**src/rtl/ro_adpll_pkg.sv**
```systemverilog
package ro_adpll_pkg;
  // Strobes from control to datapath
  typedef struct packed {
    logic clearAcc;   // clear accumulator, load mid-scale code
    logic advance;    // normal reference-cycle update
  } dpCtrl_t;
endpackage

```
**src/rtl/ro_adpll_control.sv**
```systemverilog
module ro_adpll_control
  import ro_adpll_pkg::*;
#(
  parameter int GAIN_W    = 8,
  parameter int FCW_W     = 21,
  parameter int COARSE_W  = 4,
  parameter int ERR_W     = 13,
  parameter int LOCK_RUN  = 16,
  parameter int GAIN_RST  = 16,
  parameter int COARSE_RST = 8,
  parameter int THR_RST   = 4
) (
  input  logic                clk,
  input  logic                rst,
  input  logic                regWrEn,
  input  logic [1:0]          regAddr,
  input  logic [FCW_W-1:0]    regWrData,
  input  logic                errSmall,
  output dpCtrl_t             dpCtrl,
  output logic [GAIN_W-1:0]   gainQ,
  output logic [FCW_W-1:0]    fcwQ,
  output logic [COARSE_W-1:0] coarseQ,
  output logic [ERR_W-1:0]    thrQ,
  output logic                locked
);
  localparam int RUN_W = $clog2(LOCK_RUN + 1);

  logic [RUN_W-1:0] runCnt;

  always_comb begin
    dpCtrl.clearAcc = rst;
    dpCtrl.advance  = !rst;
  end

  // Register file
  always_ff @(posedge clk) begin
    if (rst) begin
      gainQ   <= GAIN_W'(GAIN_RST);
      fcwQ    <= '0;
      coarseQ <= COARSE_W'(COARSE_RST);
      thrQ    <= ERR_W'(THR_RST);
    end else if (regWrEn) begin
      case (regAddr)
        2'd0: gainQ   <= regWrData[GAIN_W-1:0];
        2'd1: fcwQ    <= regWrData;
        2'd2: coarseQ <= regWrData[COARSE_W-1:0];
        default: thrQ <= regWrData[ERR_W-1:0];
      endcase
    end
  end

  // Lock detection: run of consecutive small-error cycles
  always_ff @(posedge clk) begin
    if (rst) begin
      runCnt <= '0;
    end else if (!errSmall) begin
      runCnt <= '0;
    end else if (runCnt != RUN_W'(LOCK_RUN)) begin
      runCnt <= runCnt + 1'b1;
    end
  end

  assign locked = (runCnt == RUN_W'(LOCK_RUN));
endmodule

```
**src/rtl/ro_adpll_datapath.sv**
```systemverilog
module ro_adpll_datapath
  import ro_adpll_pkg::*;
#(
  parameter int NPHASE    = 32,
  parameter int CNT_W     = 8,
  parameter int FCW_INT   = 5,
  parameter int FCW_FRAC  = 16,
  parameter int GAIN_W    = 8,
  parameter int GAIN_FRAC = 4,
  parameter int MED_W     = 6,
  parameter int FINE_W    = 6,
  localparam int FRAC_W   = $clog2(NPHASE),
  localparam int ERR_W    = CNT_W + FRAC_W,
  localparam int FCW_W    = FCW_INT + FCW_FRAC,
  localparam int CODE_W   = MED_W + FINE_W
) (
  input  logic              clk,
  input  dpCtrl_t           dpCtrl,
  input  logic [NPHASE-1:0] phaseSnap,
  input  logic [CNT_W-1:0]  edgeCount,
  input  logic [GAIN_W-1:0] gain,
  input  logic [FCW_W-1:0]  fcw,
  input  logic [ERR_W-1:0]  thr,
  output logic [CODE_W-1:0] code,
  output logic              errSmall
);
  localparam int ACC_W  = CNT_W + FCW_FRAC;
  localparam int PROD_W = ERR_W + GAIN_W + 1;
  localparam int MID    = 1 << (CODE_W - 1);
  localparam int MAXC   = (1 << CODE_W) - 1;

  logic [NPHASE-1:0] snapQ, smooth;
  logic [CNT_W-1:0]  cntQ;
  logic [ACC_W-1:0]  acc;
  logic [FRAC_W-1:0] fracPh;
  logic [ERR_W-1:0]  measPh;
  logic signed [ERR_W-1:0]  phErr;
  logic [ERR_W:0]           errMag;
  logic signed [PROD_W-1:0] prod, shifted;
  logic signed [PROD_W:0]   sum;
  logic [CODE_W-1:0]        codeNext;

  // Majority smoothing over circular neighbours
  for (genvar i = 0; i < NPHASE; i++) begin : g_maj
    localparam int PREV = (i + NPHASE - 1) % NPHASE;
    localparam int NEXT = (i + 1) % NPHASE;
    assign smooth[i] = (snapQ[PREV] & snapQ[i]) | (snapQ[i] & snapQ[NEXT]) |
                       (snapQ[PREV] & snapQ[NEXT]);
  end

  // Locate the 1-to-0 transition; lowest index wins
  always_comb begin
    fracPh = '0;
    for (int i = NPHASE - 1; i >= 0; i--) begin
      if (smooth[i] && !smooth[(i + 1) % NPHASE]) fracPh = FRAC_W'(i);
    end
  end

  assign measPh = {cntQ, fracPh};
  assign phErr  = $signed(acc[ACC_W-1 -: ERR_W] - measPh);
  assign errMag = phErr[ERR_W-1] ? (ERR_W+1)'(-$signed({phErr[ERR_W-1], phErr}))
                                 : {1'b0, phErr};
  assign errSmall = (errMag < {1'b0, thr});

  assign prod    = phErr * $signed({1'b0, gain});
  assign shifted = prod >>> GAIN_FRAC;
  assign sum     = $signed({shifted[PROD_W-1], shifted}) + $signed((PROD_W+1)'(MID));

  always_comb begin
    if (sum < 0)                                codeNext = '0;
    else if (sum > $signed((PROD_W+1)'(MAXC)))  codeNext = CODE_W'(MAXC);
    else                                        codeNext = sum[CODE_W-1:0];
  end

  always_ff @(posedge clk) begin
    if (dpCtrl.clearAcc) begin
      snapQ <= '0;
      cntQ  <= '0;
      acc   <= '0;
      code  <= CODE_W'(MID);
    end else if (dpCtrl.advance) begin
      snapQ <= phaseSnap;
      cntQ  <= edgeCount;
      acc   <= acc + ACC_W'(fcw);
      code  <= codeNext;
    end
  end
endmodule

```
**src/rtl/ro_adpll_ctrl.sv**
```systemverilog
module ro_adpll_ctrl
  import ro_adpll_pkg::*;
#(
  parameter int NPHASE    = 32,
  parameter int CNT_W     = 8,
  parameter int FCW_INT   = 5,
  parameter int FCW_FRAC  = 16,
  parameter int GAIN_W    = 8,
  parameter int GAIN_FRAC = 4,
  parameter int COARSE_W  = 4,
  parameter int MED_W     = 6,
  parameter int FINE_W    = 6,
  parameter int LOCK_RUN  = 16,
  localparam int FCW_W    = FCW_INT + FCW_FRAC,
  localparam int ERR_W    = CNT_W + $clog2(NPHASE)
) (
  input  logic                clk,
  input  logic                rst,
  input  logic                regWrEn,
  input  logic [1:0]          regAddr,
  input  logic [FCW_W-1:0]    regWrData,
  input  logic [NPHASE-1:0]   phaseSnap,
  input  logic [CNT_W-1:0]    edgeCount,
  output logic [COARSE_W-1:0] tuneCoarse,
  output logic [MED_W-1:0]    tuneMid,
  output logic [FINE_W-1:0]   tuneFine,
  output logic                locked
);
  dpCtrl_t             dpCtrl;
  logic [GAIN_W-1:0]   gainQ;
  logic [FCW_W-1:0]    fcwQ;
  logic [ERR_W-1:0]    thrQ;
  logic                errSmall;
  logic [MED_W+FINE_W-1:0] code;

  ro_adpll_control #(
    .GAIN_W(GAIN_W), .FCW_W(FCW_W), .COARSE_W(COARSE_W),
    .ERR_W(ERR_W), .LOCK_RUN(LOCK_RUN), .GAIN_RST(1 << GAIN_FRAC)
  ) u_ctl (
    .clk(clk), .rst(rst), .regWrEn(regWrEn), .regAddr(regAddr),
    .regWrData(regWrData), .errSmall(errSmall), .dpCtrl(dpCtrl),
    .gainQ(gainQ), .fcwQ(fcwQ), .coarseQ(tuneCoarse), .thrQ(thrQ),
    .locked(locked)
  );

  ro_adpll_datapath #(
    .NPHASE(NPHASE), .CNT_W(CNT_W), .FCW_INT(FCW_INT), .FCW_FRAC(FCW_FRAC),
    .GAIN_W(GAIN_W), .GAIN_FRAC(GAIN_FRAC), .MED_W(MED_W), .FINE_W(FINE_W)
  ) u_dp (
    .clk(clk), .dpCtrl(dpCtrl), .phaseSnap(phaseSnap), .edgeCount(edgeCount),
    .gain(gainQ), .fcw(fcwQ), .thr(thrQ), .code(code), .errSmall(errSmall)
  );

  assign tuneMid  = code[MED_W+FINE_W-1:FINE_W];
  assign tuneFine = code[FINE_W-1:0];
endmodule

```
**config.mk**
```make
export PLATFORM = sky130hd
export DESIGN_NAME = ro_adpll_ctrl
export DESIGN_NICKNAME = d
export VERILOG_FILES = /design/src/rtl/ro_adpll_pkg.sv /design/src/rtl/ro_adpll_control.sv /design/src/rtl/ro_adpll_datapath.sv /design/src/rtl/ro_adpll_ctrl.sv
export SDC_FILE = /design/constraint.sdc
export NUM_CORES = 1
export LEC_CHECK = 0
export ABC_CLOCK_PERIOD_IN_PS = 15100
export BUFFER_PORTS_ARGS = -buffer_cell sky130_fd_sc_hd__buf_2
export CAP_MARGIN = 15
export CORE_ASPECT_RATIO = 1.5
export CORE_MARGIN = 1.5
export CORE_UTILIZATION = 30
export DETAILED_ROUTE_END_ITERATION = 7
export SKIP_LAST_GASP = 1
export SLEW_MARGIN = 0
export SYNTH_ARGS = -nofsm -noshare
export SYNTH_HDL_FRONTEND = slang
export SYNTH_SLANG_ARGS = --single-unit
```
**constraint.sdc**
```tcl
create_clock -name clk -period 15.1 [get_ports clk]
set_input_delay 2.265 -clock clk [delete_from_list [all_inputs] [get_ports clk]]
set_output_delay 2.265 -clock clk [all_outputs]
set_load 0.1 [all_outputs]
```
# == Word level (Yosys, flattened, before mapping) ==
# Cells that the tools add are included.
# op_classes
addsub,5
multipliers,1
order_cmp,3
n_eq_ne,4
n_mux,35
bitwise_logic,130
n_reduce_logical,72
# ops
cell,count
5-bit two-way mux,32
1-bit AND,64
1-bit OR,64
1-bit logical AND,32
1-bit logical NOT,32
24-bit by 21-bit adder with 24-bit output,1
12-bit two-way mux,2
13-bit by 9-bit multiplier with 22-bit output,1
18-bit by 13-bit adder with 19-bit output (second input constant),1
19-bit by 13-bit > comparator with 1-bit output (second input constant),1
19-bit by 1-bit less-than comparator with 1-bit output (second input constant),1
14-bit by 13-bit less-than comparator with 1-bit output,1
14-bit two-way mux,1
13-bit negator with 14-bit output,1
13-bit subtractor,1
2-bit AND reduction,4
5-bit by 1-bit adder with 5-bit output (second input constant),1
5-bit == test (second input constant),1
5-bit != test (second input constant),1
2-bit OR reduction,2
3-bit OR reduction,1
2-bit by 1-bit == test with 1-bit output (second input constant),1
2-bit == test (second input constant),1
2-bit logical NOT,1
1-bit NOT,2
# word_totals
register_bits,127
in_bits,66
output_inout_bits,17
wordCells,260

# == Logic depth before layout (Yosys ltp) ==
# Gate-level depths: netlist of run 1.
# depth
depth_word,43
depth_mapped,46
depth_no_buf,43

# == Hierarchy ==
# From an unflattened synthesis of run 1, not the netlist that was laid out.
# hier_totals
cells_unflattened,1477
hier_area_um2,12085.3
# by_module_without_submodules
module,n_inst,cells_each,area_each_um2,seq_area_each_um2
ro_adpll_datapath,1,1251,10218.6,1521.5
ro_adpll_control,1,226,1866.8,1021.0

# == Worst setup path after synthesis of run 1 ==
# No wires, ideal clock.
# synth_timing
path_type,reg2reg
startpoint,register u_dp.snapQ[28]
endpoint,register u_dp.code[11]
t_arrival_ps,8956
path_slack_ps,6063
stages_incl_launch_ff,45
n_path_buf,2
period_less_slack_ps,9037
cell_sequence,dfxtp_1 clkbuf_1 inv_1 a32o_1 o21ai_0 a21oi_1 o31ai_1 a222oi_1 o21ai_0 a311oi_1 a31oi_1 ha_1 inv_1 fa_1 a21o_1 a21oi_1 o21ai_0 a21oi_1 (+9 left out) inv_1 fa_1 inv_1 ha_1 a211o_1 a2111oi_4 nor3_1 or3_4 inv_2 ha_1 nand2_1 nor3_1 nand3_1 nor3_1 nand4_1 o31ai_1 nor2_2 a41oi_1
# synth_via
elab_chain_cells,40
elab_cells_between_ends,54
# synth_lines
element,line,rtl
from (decl),ro_adpll_datapath.sv:32,"logic [NPHASE-1:0] snapQ, smooth;"
from (signal assigned),ro_adpll_datapath.sv:82,snapQ <= phaseSnap;
1-bit AND,ro_adpll_datapath.sv:47,assign smooth[i] = (snapQ[PREV] & snapQ[i]) | (snapQ[i] & snapQ[NEXT]) |
1-bit OR (2 in a row),ro_adpll_datapath.sv:47,
1-bit logical AND or 1-bit logical NOT (tied branches),ro_adpll_datapath.sv:55,if (smooth[i] && !smooth[(i + 1) % NPHASE]) fracPh = FRAC_W'(i);
5-bit two-way mux or 1-bit logical AND (tied branches),ro_adpll_datapath.sv:55,
5-bit two-way mux (2 in a row),ro_adpll_datapath.sv:55,
5-bit two-way mux (*) (27 in a row),ro_adpll_datapath.sv:55,
13-bit subtractor (*),ro_adpll_datapath.sv:60,assign phErr = $signed(acc[ACC_W-1 -: ERR_W] - measPh);
13-bit by 9-bit multiplier with 22-bit output (*),ro_adpll_datapath.sv:65,"assign prod = phErr * $signed({1'b0, gain});"
18-bit by 13-bit adder with 19-bit output (*),ro_adpll_datapath.sv:67,"assign sum = $signed({shifted[PROD_W-1], shifted}) + $signed((PROD_W+1)'(MID));"
19-bit by 13-bit > comparator with 1-bit output,ro_adpll_datapath.sv:71,else if (sum > $signed((PROD_W+1)'(MAXC))) codeNext = CODE_W'(MAXC);
12-bit two-way mux,ro_adpll_datapath.sv:71,
12-bit two-way mux (*),ro_adpll_datapath.sv:70,if (sum < 0) codeNext = '0;
to (signal assigned),ro_adpll_datapath.sv:80,code <= CODE_W'(MID);
to (signal assigned),ro_adpll_datapath.sv:85,code <= codeNext;
to (decl),ro_adpll_datapath.sv:24,"output logic [CODE_W-1:0] code,"
# Every way passes the cells marked *; elsewhere a longest branch is shown, timed or not.
# A chain may end at the register's enable or synchronous reset.

# == Worst setup path in the final report of run 1 ==
# layout_timing
startpoint,register u_dp.snapQ[26]
endpoint,register u_dp.code[11]
# layout_via
elab_chain_cells,38
elab_cells_between_ends,52
# layout_lines
element,line
1-bit AND,ro_adpll_datapath.sv:47
1-bit OR (2 in a row),ro_adpll_datapath.sv:47
1-bit logical AND or 1-bit logical NOT (tied branches),ro_adpll_datapath.sv:55
5-bit two-way mux or 1-bit logical AND (tied branches),ro_adpll_datapath.sv:55
5-bit two-way mux (2 in a row),ro_adpll_datapath.sv:55
5-bit two-way mux (*) (25 in a row),ro_adpll_datapath.sv:55
13-bit subtractor (*),ro_adpll_datapath.sv:60
13-bit by 9-bit multiplier with 22-bit output (*),ro_adpll_datapath.sv:65
18-bit by 13-bit adder with 19-bit output (*),ro_adpll_datapath.sv:67
19-bit by 13-bit > comparator with 1-bit output,ro_adpll_datapath.sv:71
12-bit two-way mux,ro_adpll_datapath.sv:71
12-bit two-way mux (*),ro_adpll_datapath.sv:70
# Marks and branches as above.

==> results of run 1 <==
## per-layer routing
layer,routed length (µm),global-route usage
met5,0,0
met4,873,0.0676
met3,674,0.0237
met2,15400,0.296
met1,10600,0.142
## final cells by class
type	count	area [µm²]
Antenna cell	1	2.50
Clock buffer	18	429
Clock inverter	13	116
Fill cell	3970	24700
Inverter	171	642
Multi-Input combinational cell	1024	7900
Sequential cell	127	2540
Tap cell	489	612
Timing Repair Buffer	89	465
## critical path, delay by kind of cell, from the launching register on
family / cells / cell delay (ns)
xor+xnor: 2 / 0.96
buf+inv: 4 / 0.26
fa+ha+maj: 7 / 2.64
compound gates: 18 / 4.09
simple gates: 11 / 1.86
flops: 1 / 0.47
## where the power goes
part	leakage [µW]	switching [µW]	total, µW	internal (µW)
Combinational	0.00447	687	1080	397
Clock	0.000251	167	393	225
Sequential	0.00104	20.3	385	364
Total	0.00577	875	1860	987
## state kept, by name (all words and copies together), names as in the netlist
register and count:
u_dp.acc 24, u_ctl.fcwQ 21, u_dp.snapQ 32, u_dp.cntQ 8, u_ctl.thrQ 13, u_dp.code 12, u_ctl.runCnt 5, u_ctl.gainQ 8
u_ctl.coarseQ 4
## cell usage after synthesis (7+ instances only)
cell	number	area, µm²
o21a_1	19	143
nand3_1	21	105
xnor2_1	45	394
o21ai_0	51	255
o31ai_1	9	67.6
o21bai_1	7	52.6
a21oi_1	86	430
dfxtp_1	127	2540
a21o_1	15	113
nand2b_1	23	144
ha_1	95	1190
nand2_1	149	559
a31oi_1	12	75.1
clkbuf_1	50	188
o22ai_1	10	62.6
a22oi_1	7	52.6
nor2b_1	72	450
and3_1	7	43.8
inv_1	170	638
a211oi_1	7	52.6
nor3_1	27	135
or3_1	7	43.8
fa_1	83	1660
xor2_1	34	298
nor2_1	84	315
mux2i_1	13	130
and2_1	51	319
## final timing paths
| kind | start | to | slack (ns) | cells past startpoint |
|---|---|---|---|---|
| min | u_ctl.thrQ[7] | u_ctl.thrQ[7] | 0.45 | 2 |
| max reg2reg | u_dp.snapQ[26] | u_dp.code[11] | 4.75 | 42 |
| min reg2reg | u_ctl.thrQ[7] | u_ctl.thrQ[7] | 0.45 | 2 |
| max | u_dp.snapQ[26] | u_dp.code[11] | 4.75 | 42 |
## placed cells by master, fill, tap and decap left out, drive strengths merged, types with 5 or more instances in the layout
cell type  instances
a211oi             8
a21o              15
a21oi             86
a22oi              7
a2bb2oi            5
a31oi             12
and2              51
and3               8
buf               89
clkbuf            18
clkinvlp           6
dfxtp            127
fa                83
ha                95
inv              174
mux2i             13
nand2            149
nand2b            23
nand3             21
nand3b             5
nor2              85
nor2b             72
nor3              28
nor3b              5
o21a              19
o21ai             53
o21bai             8
o22ai             10
o31ai              9
or2                5
or3                9
xnor2             45
xor2              34
## cells by family (layout without fill, tap and decap cells)
| kind of cell | after synthesis | in the layout | synth area share |
|---|---|---|---|
| and+or+nand+nor | 475 | 475 | 0.210 |
| AOI/OAI and AO/OA | 276 | 276 | 0.159 |
| buffers and inverters | 230 | 291 | 0.0774 |
| adders and majority gates | 178 | 178 | 0.252 |
| DFF | 127 | 127 | 0.225 |
| xor gates and xnor gates | 80 | 80 | 0.0631 |
| muxes | 15 | 15 | 0.0135 |
| other | 0 | 1 | 0 |
## stage by stage
step	instance area, µm²	utilization
2_1_floorplan	11300	-
3_3_place_gp	12200	0.325
3_5_place_dp	12200	0.325
4_1_cts	12700	0.339
5_1_grt	12700	0.339
6_report	12700	0.339
==> reports/metrics.cfg, run 1 <==
[status]
status=complete, no violations

[sta]
fin_crit_sh=0.685
rsz0062_at_grt=no
slew_headroom=0.235
finalSetupViolCount=0
period_minus_slack_ns=10.35
slew_violations=0
hold_viol=0
tightest_slew_ns=1.14
skew_ns=0.0122
hold_slack_ns=0.454
setup_tns_ns=0
fin_ws_ns=4.75
timing.fmax_mhz=96.6

[floorplan]
die_area_um2=38900
initial_core_util=0.302
core_um2=37400
dieWidth_um=162
die_height_um=241
rows=87
ios=83

[routing]
routedWlPerCell_um=14.3
ant_nets=0
routed_via_density=4.83
via_count=9329
drt_wl_total_um=27500
drtPass1Iterations=4
drcViolationCount=0
drt_iter0_markers=351

[yosys]
synth-seq-area-share=0.225
synth_ff_type=dfxtp_1
synth-edff-count=0
ys_seq_elements=127
postSynthCellCount=1381
ys.warnings.count=0
yosysUniqueCellTypes=76
syn_nets=1625
synth_area_per_cell_um2=8.20
postSynth.asyncResetShare=0
synthesis.area_um2=11300

[setup_path]
slowest_delay_ns=0.79
arrival_ns=10.72
cp-start-kind=flop
cp.required_ns=15.47
crit_slowest_cell=xnor2_1
path_max_fanout=10
worst_setup_path_end_kind=flop
path_class=reg -> reg

[placement]
hpwlAfterDp_um=22000
port_buffers=82
post-place-cells=1900
pre_cts_ws_ns=4.88
gp_congestion=0.878

[cells_and_area]
fin_nets=1674
layout-drive-gt1-share=0.0957
finalNonFillerCells=1932
syn2layout_area_growth_pct=12.3

[cts]
clkTransAtPathRegs_ns=0.07
clkLatencyLatePin_ns=0.44
post_cts_buffers=0
cts_tree=built
cts_resized=0
holdBufCountCts=0
cts-root-buf=clkbuf_16
cts_buffers=17
h-tree-depth=4
clk_path_buf_depth=2
cts_sinks=127

[global_route]
grt_usage=0.146
grt_pass1_wl_um=45200
antenna_found_initial=1
grt_pass1_vias=9454
grt_max_degree=58
overflow=0

[power_and_ir_drop]
leakage_uw=0.00577
power.total_uw=1860
p_per_area_nw_per_um2=146
peakVddDrop_mv=0.134

[job]
max_cap_viol_count=0

[worst_hold_path]
hold_path_class=reg -> reg

(Power assumes the default switching activity.)
==> run 2: changes to the inputs <==
--- a/config.mk
+++ b/config.mk
@@ -5,7 +5,7 @@
 export SDC_FILE = /design/constraint.sdc
 export NUM_CORES = 1
 export LEC_CHECK = 0
-export ABC_CLOCK_PERIOD_IN_PS = 15100
+export ABC_CLOCK_PERIOD_IN_PS = 10360
 export BUFFER_PORTS_ARGS = -buffer_cell sky130_fd_sc_hd__buf_2
 export CAP_MARGIN = 15
 export CORE_ASPECT_RATIO = 1.5
==> constraint.sdc (replaced) <==
create_clock -name clk -period 10.36 [get_ports clk]
set_input_delay 1.554 -clock clk [delete_from_list [all_inputs] [get_ports clk]]
set_output_delay 1.554 -clock clk [all_outputs]
set_load 0.1 [all_outputs]
==> run 2 against run 1 <==
Compared with the run above:
- setup slack got worse by 4.0 ns
- power is 54% higher
- non-clock buffer count up 4
- utilization is 0.52 points higher
- via count is 1.0% lower
- critical path depth up 2
- wire length shrank 2.8%
- design area rose by 1.5%
- highest routed layer unchanged
==> reports/metrics.cfg, run 2 (same netlist as run 1, synthesis figures left out) <==
[sta]
fin_crit_sh=0.927  ; +0.241
period_minus_slack_ns=9.60  ; -0.748 ns
slew_violations=0  ; unchanged
hold_viol=0  ; unchanged
tightest_slew_ns=1.12  ; -0.0246 ns
rsz0062_at_grt=no
slew_headroom=0.256  ; +0.0218
timing.fmax_mhz=104  ; +7.8%
setup_tns_ns=0  ; unchanged
skew_ns=0.0126  ; +0.000438 ns
finalSetupViolCount=0  ; unchanged

[floorplan]
core_um2=37400  ; unchanged
initial_core_util=0.302  ; unchanged
dieWidth_um=162  ; unchanged
rows=87  ; unchanged
ios=83  ; unchanged
die_height_um=241  ; unchanged
die_area_um2=38900  ; unchanged

[cells_and_area]
antennaDiodeCount=0  ; -1
layout_commonest_cell=inv_1
largest_reg_flops=32  ; unchanged
fillers=3944  ; -0.65%
layout-drive-gt1-share=0.103  ; +0.00727
fin_nets=1678  ; +0.24%
syn2layout_area_growth_pct=14.0
final_cell_mix=inv_1, nand2_1, dfxtp_1
largest_register=u_dp.snapQ
finalNonFillerCells=1936  ; +0.21%
reg_top3=u_dp.snapQ x32, u_dp.acc x24, u_ctl.fcwQ x21

[setup_path]
cp.required_ns=10.71  ; -4.76 ns
worstReg2RegStart=u_dp.snapQ[28]
rr_endpoint=u_dp.code[11]
critical-path-top-delay-family=compound AO/OA/AOI/OAI gates
cp.depth=44  ; +4.8%
crit_slowest_cell=fa_1
ff2ff_path_depth=44  ; +4.8%
crit_buf_inv=8  ; +4
crit_top_cell=inv_1
worst_setup_path_end_kind=flop
timing.reg2reg.setup_slack_ns=0.76  ; -3.99 ns
cp-start-kind=flop
arrival_ns=9.95  ; -0.77 ns
path_max_fanout=8  ; -2
slowest_delay_ns=0.62  ; -0.17 ns
path_class=reg -> reg

[power_and_ir_drop]
power_frac_clock=0.247  ; +0.036
intPower_uw=1600  ; +62%
switchingPower_uw=1260  ; +44%
p_sw_frac=0.441  ; -0.0288
peakVddDrop_mv=0.196  ; +46%
leakage_uw=0.00587  ; +1.9%
p_per_area_nw_per_um2=222  ; +51%
pwr-share-comb=0.558  ; -0.024
power_frac_seq=0.196  ; -0.011

[cts]
h-tree-depth=4  ; unchanged
clkLatencyLatePin_ns=0.45  ; about the same
holdBufCountCts=0  ; unchanged
cts_buffers=17  ; unchanged
cts-root-buf=clkbuf_16
cts_resized=0  ; unchanged
cts_tree=built
post_cts_buffers=0  ; unchanged
cts_sinks=127  ; unchanged
clkTransAtPathRegs_ns=0.06  ; about the same
clk_path_buf_depth=2  ; unchanged

[global_route]
antenna_found_initial=0  ; -1
grt_pass1_vias=9473  ; +0.20%
overflow=0  ; unchanged
grt_max_degree=107  ; +84%
grt_pass1_wl_um=45200  ; about the same
grt_usage=0.145  ; -0.00147

[routing]
routedWlPerCell_um=13.8  ; -3.0%
ant_nets=0  ; unchanged
drt_iter0_markers=377  ; +7.4%
drcViolationCount=0  ; unchanged
via_count=9235  ; -1.0%
drt_wl_total_um=26800  ; -2.8%
routed_via_density=4.77  ; -1.2%
drtPass1Iterations=5  ; +1

[worst_hold_path]
hold_end=u_ctl.thrQ[8]
min_delay_path_depth=2  ; unchanged
min_from=u_ctl.thrQ[8]
hold_path_class=reg -> reg

[placement]
port_buffers=82  ; unchanged
gp_congestion=0.877  ; about the same
hpwlAfterDp_um=21500  ; -2.4%
post-place-cells=1904  ; +0.21%

[job]
max_cap_viol_count=0  ; unchanged

[status]
status=complete, no violations

run 2: changes by cell type in the layout (fill, tap and decap cells not counted), moves of 2 or more:
cell / before / now
bufinv_16: 1 / 6
clkinvlp_4: 6 / 2
clkbuf_8: 0 / 2
buf_4: 8 / 12
run 2: how the worst max path moves through the flow:
stage	startpoint	endpoint	slack, ns
after floorplan	u_dp.snapQ[28]	u_dp.code[11]	1.32
after global placement	u_dp.snapQ[28]	u_dp.code[0]	0.81
after detailed placement	u_dp.snapQ[31]	u_dp.code[9]	0.57
after CTS	u_dp.snapQ[31]	u_dp.code[9]	0.48
after global routing	u_dp.snapQ[26]	u_dp.code[11]	0.02
final	u_dp.snapQ[28]	u_dp.code[11]	0.76
run 2: tightest hold or removal path, cell delays in order, from the launching register on:
cell and delay (ns):
dfxtp_1 0.30, nand2_1 0.05, a21oi_1 0.05
run 2: area by class of cell:
type | instances | area [µm²] | share of cell area
clock inverters | 13 | 231 | 0.0179
flip-flops and latches | 127 | 2540 | 0.197
multi-input cells | 1024 | 7930 | 0.614
well taps | 489 | 612 | 0.0474
repair buffers | 93 | 495 | 0.0384
clock buffers | 19 | 453 | 0.0351
inverters | 171 | 642 | 0.0497
run 2: layer usage:
metal  vias to the layer above  global-route usage  share of wire
met5                         -                   0              0
met4                         0              0.0598          0.027
met3                        40              0.0251          0.029
met2                       153               0.291           0.56
met1                      4372               0.144           0.39
li1                       4670                   -              -
run 2: power groups by stage:
stage / logic [µW] / clock network (µW) / registers [µW]
finish: 1600 / 706 / 560
global route: 1790 / 744 / 565
CTS: 1610 / 721 / 561
detailed placement: 1600 / 0 / 572
global placement: 1580 / 0 / 571
floorplan: 1120 / 0 / 694
run 2: metrics by stage:
stage	power [µW]	hold WS, ns	instance area, µm²	util	setup slack (ns)
2_1_floorplan	1820	0.434	11300	-	1.32
3_3_place_gp	2150	0.443	12200	0.326	0.805
3_5_place_dp	2170	0.447	12200	0.326	0.569
4_1_cts	2890	0.455	12900	0.344	0.477
5_1_grt	3100	0.472	12900	0.345	0.0199
6_report	2860	0.453	12900	0.345	0.757
==> run 3: changes to the inputs <==
--- a/config.mk
+++ b/config.mk
@@ -5,7 +5,7 @@
 export SDC_FILE = /design/constraint.sdc
 export NUM_CORES = 1
 export LEC_CHECK = 0
-export ABC_CLOCK_PERIOD_IN_PS = 10360
+export ABC_CLOCK_PERIOD_IN_PS = 11060
 export BUFFER_PORTS_ARGS = -buffer_cell sky130_fd_sc_hd__buf_2
 export CAP_MARGIN = 15
 export CORE_ASPECT_RATIO = 1.5
==> constraint.sdc (replaced) <==
create_clock -name clk -period 11.06 [get_ports clk]
set_input_delay 1.659 -clock clk [delete_from_list [all_inputs] [get_ports clk]]
set_output_delay 1.659 -clock clk [all_outputs]
set_load 0.1 [all_outputs]
==> run 3 against run 2 <==
Compared with the run above:
- sequential power decreased by 6.2%
- setup slack improved by 0.16 ns
- sequential share of layout area increased by 0.17 points
- global-route usage decreased by 0.19 points
- wire length increased by 0.26%
- utilization decreased by 0.29 points
- non-clock buffer count decreased by 4
- design area decreased by 0.85%
- via count increased by 1.6%
- hold slack improved by 0.00075 ns
==> reports/metrics.cfg, run 3 (same netlist as run 1, synthesis figures left out) <==
[power_and_ir_drop]
p_sw_frac=0.451  ; +0.00965
p_per_area_nw_per_um2=201  ; -9.2%
power_frac_seq=0.204  ; +0.008
intPower_uw=1410  ; -12%
switchingPower_uw=1160  ; -8.0%
peakVddDrop_mv=0.189  ; -3.3%
power_frac_clock=0.232  ; -0.015
leakage_uw=0.00583  ; -0.76%
pwr-share-comb=0.564  ; +0.006

[cts]
holdBufCountCts=0  ; unchanged
clkTransAtPathRegs_ns=0.06  ; about the same
cts_tree=built
cts_sinks=127  ; unchanged
cts-root-buf=clkbuf_16
clkLatencyLatePin_ns=0.45  ; about the same
post_cts_buffers=0  ; unchanged
clk_path_buf_depth=2  ; unchanged
cts_resized=0  ; unchanged
cts_buffers=17  ; unchanged
h-tree-depth=4  ; unchanged

[sta]
rsz0062_at_grt=no
tightest_slew_ns=1.07  ; -0.0484 ns
period_minus_slack_ns=10.14  ; +0.540 ns
finalSetupViolCount=0  ; unchanged
slew_headroom=0.283  ; +0.0271
hold_viol=0  ; unchanged
fin_crit_sh=0.917  ; -0.00986
setup_tns_ns=0  ; unchanged
skew_ns=0.0111  ; -0.00148 ns
slew_violations=0  ; unchanged
timing.fmax_mhz=98.6  ; -5.3%

[global_route]
grt_pass1_vias=9400  ; -0.77%
grt_max_degree=69  ; -36%
overflow=0  ; unchanged
grt_usage=0.143  ; -0.00190
grt_pass1_wl_um=44700  ; -1.1%
antenna_found_initial=2  ; +2

[cells_and_area]
fin_nets=1674  ; -0.24%
finalNonFillerCells=1934  ; -0.10%
reg_top3=u_dp.snapQ x32, u_dp.acc x24, u_ctl.fcwQ x21
final_cell_mix=inv_1, nand2_1, dfxtp_1
layout-drive-gt1-share=0.0963  ; -0.00664
fillers=4002  ; +1.5%
largest_reg_flops=32  ; unchanged
largest_register=u_dp.snapQ
final_area_um2=12800  ; -0.85%
layout_commonest_cell=inv_1
syn2layout_area_growth_pct=13.0
final_util=0.342  ; -0.00294

[status]
status=complete, no violations

[setup_path]
cp-start-kind=flop
worst_setup_path_end_kind=flop
path_class=reg -> reg
path_max_fanout=10  ; +2
slowest_delay_ns=0.68  ; +0.06 ns
arrival_ns=10.51  ; +0.56 ns
crit_slowest_cell=o31ai_1
cp.required_ns=11.43  ; +0.72 ns

[floorplan]
core_um2=37400  ; unchanged
ios=83  ; unchanged
rows=87  ; unchanged
dieWidth_um=162  ; unchanged
initial_core_util=0.302  ; unchanged
die_area_um2=38900  ; unchanged
die_height_um=241  ; unchanged

[placement]
post-place-cells=1900  ; -0.21%
port_buffers=82  ; unchanged
hpwlAfterDp_um=21300  ; -0.75%
post_dp_cell_area_um2=12200  ; -0.25%
gp_congestion=0.912  ; +4.0%

[routing]
drcViolationCount=0  ; unchanged
routed_via_density=4.85  ; +1.7%
drtPass1Iterations=5  ; unchanged
routedWlPerCell_um=13.9  ; +0.37%
ant_nets=0  ; unchanged
drt_wl_total_um=26800  ; +0.26%
drt_iter0_markers=393  ; +4.2%
via_count=9379  ; +1.6%

[worst_hold_path]
hold_path_class=reg -> reg

[job]
max_cap_viol_count=0  ; unchanged

run 3: cell count changes in the layout (fill, tap and decap cells not counted), moves of 2 or more:
cell        change
clkbuf_1        +2
clkbuf_8        +2
buf_4           -4
clkinv_4        +2
bufinv_16       -3
diode_2         +2
clkinvlp_4      -2
inv_6           -2
run 3: path summary, 6_finish.rpt:
check / startpoint / endpoint / slack (ns) / cells past startpoint
min reg2reg: u_ctl.thrQ[7] / u_ctl.thrQ[7] / 0.45 / 2
max: u_dp.snapQ[25] / u_dp.code[11] / 0.92 / 42
min: u_ctl.thrQ[7] / u_ctl.thrQ[7] / 0.45 / 2
max reg2reg: u_dp.snapQ[25] / u_dp.code[11] / 0.92 / 42
run 3: cell type report:
class	count	area [µm²]	area share
Inverter	171	642	0.0502
Tap cell	489	612	0.0478
Clock inverter	9	131	0.0103
Antenna cell	2	5.00	0.000391
Clock buffer	23	488	0.0381
Sequential cell	127	2540	0.199
Multi-Input combinational cell	1024	7910	0.618
Timing Repair Buffer	89	465	0.0364
run 3: power by group through the flow:
stage	Combinational [µW]	Sequential, µW	Clock (µW)
after floorplan	1050	650	0
after global placement	1450	535	0
after detailed placement	1460	535	0
after CTS	1470	525	616
after global routing	1630	530	635
final	1450	525	598
run 3: metal layers:
| layer | vias up | GRT usage | wire [µm] |
|---|---|---|---|
| met3 | 49 | 0.0247 | 737 |
| met4 | 0 | 0.0572 | 713 |
| met5 | - | 0 | 0 |
| met2 | 165 | 0.286 | 15000 |
| met1 | 4515 | 0.143 | 10400 |
| li1 | 4650 | - | - |
run 3: worst max-delay path: cells and delay by family, from the launching register on:
family	cells	cell delay, ns
compound gates	17	4.05
xor+xnor	2	0.71
fa+ha+maj	7	2.66
buf+inv	5	0.32
flops	1	0.44
simple gates	11	1.86
run 3: per-stage QoR:
step	power (µW)	hold WS, ns	worst slack [ns]
after detailed placement	2000	0.446	0.709
after floorplan	1700	0.434	2.02
after global routing	2790	0.468	0.170
after CTS	2610	0.456	0.661
final	2580	0.454	0.917
after global placement	1980	0.444	0.950
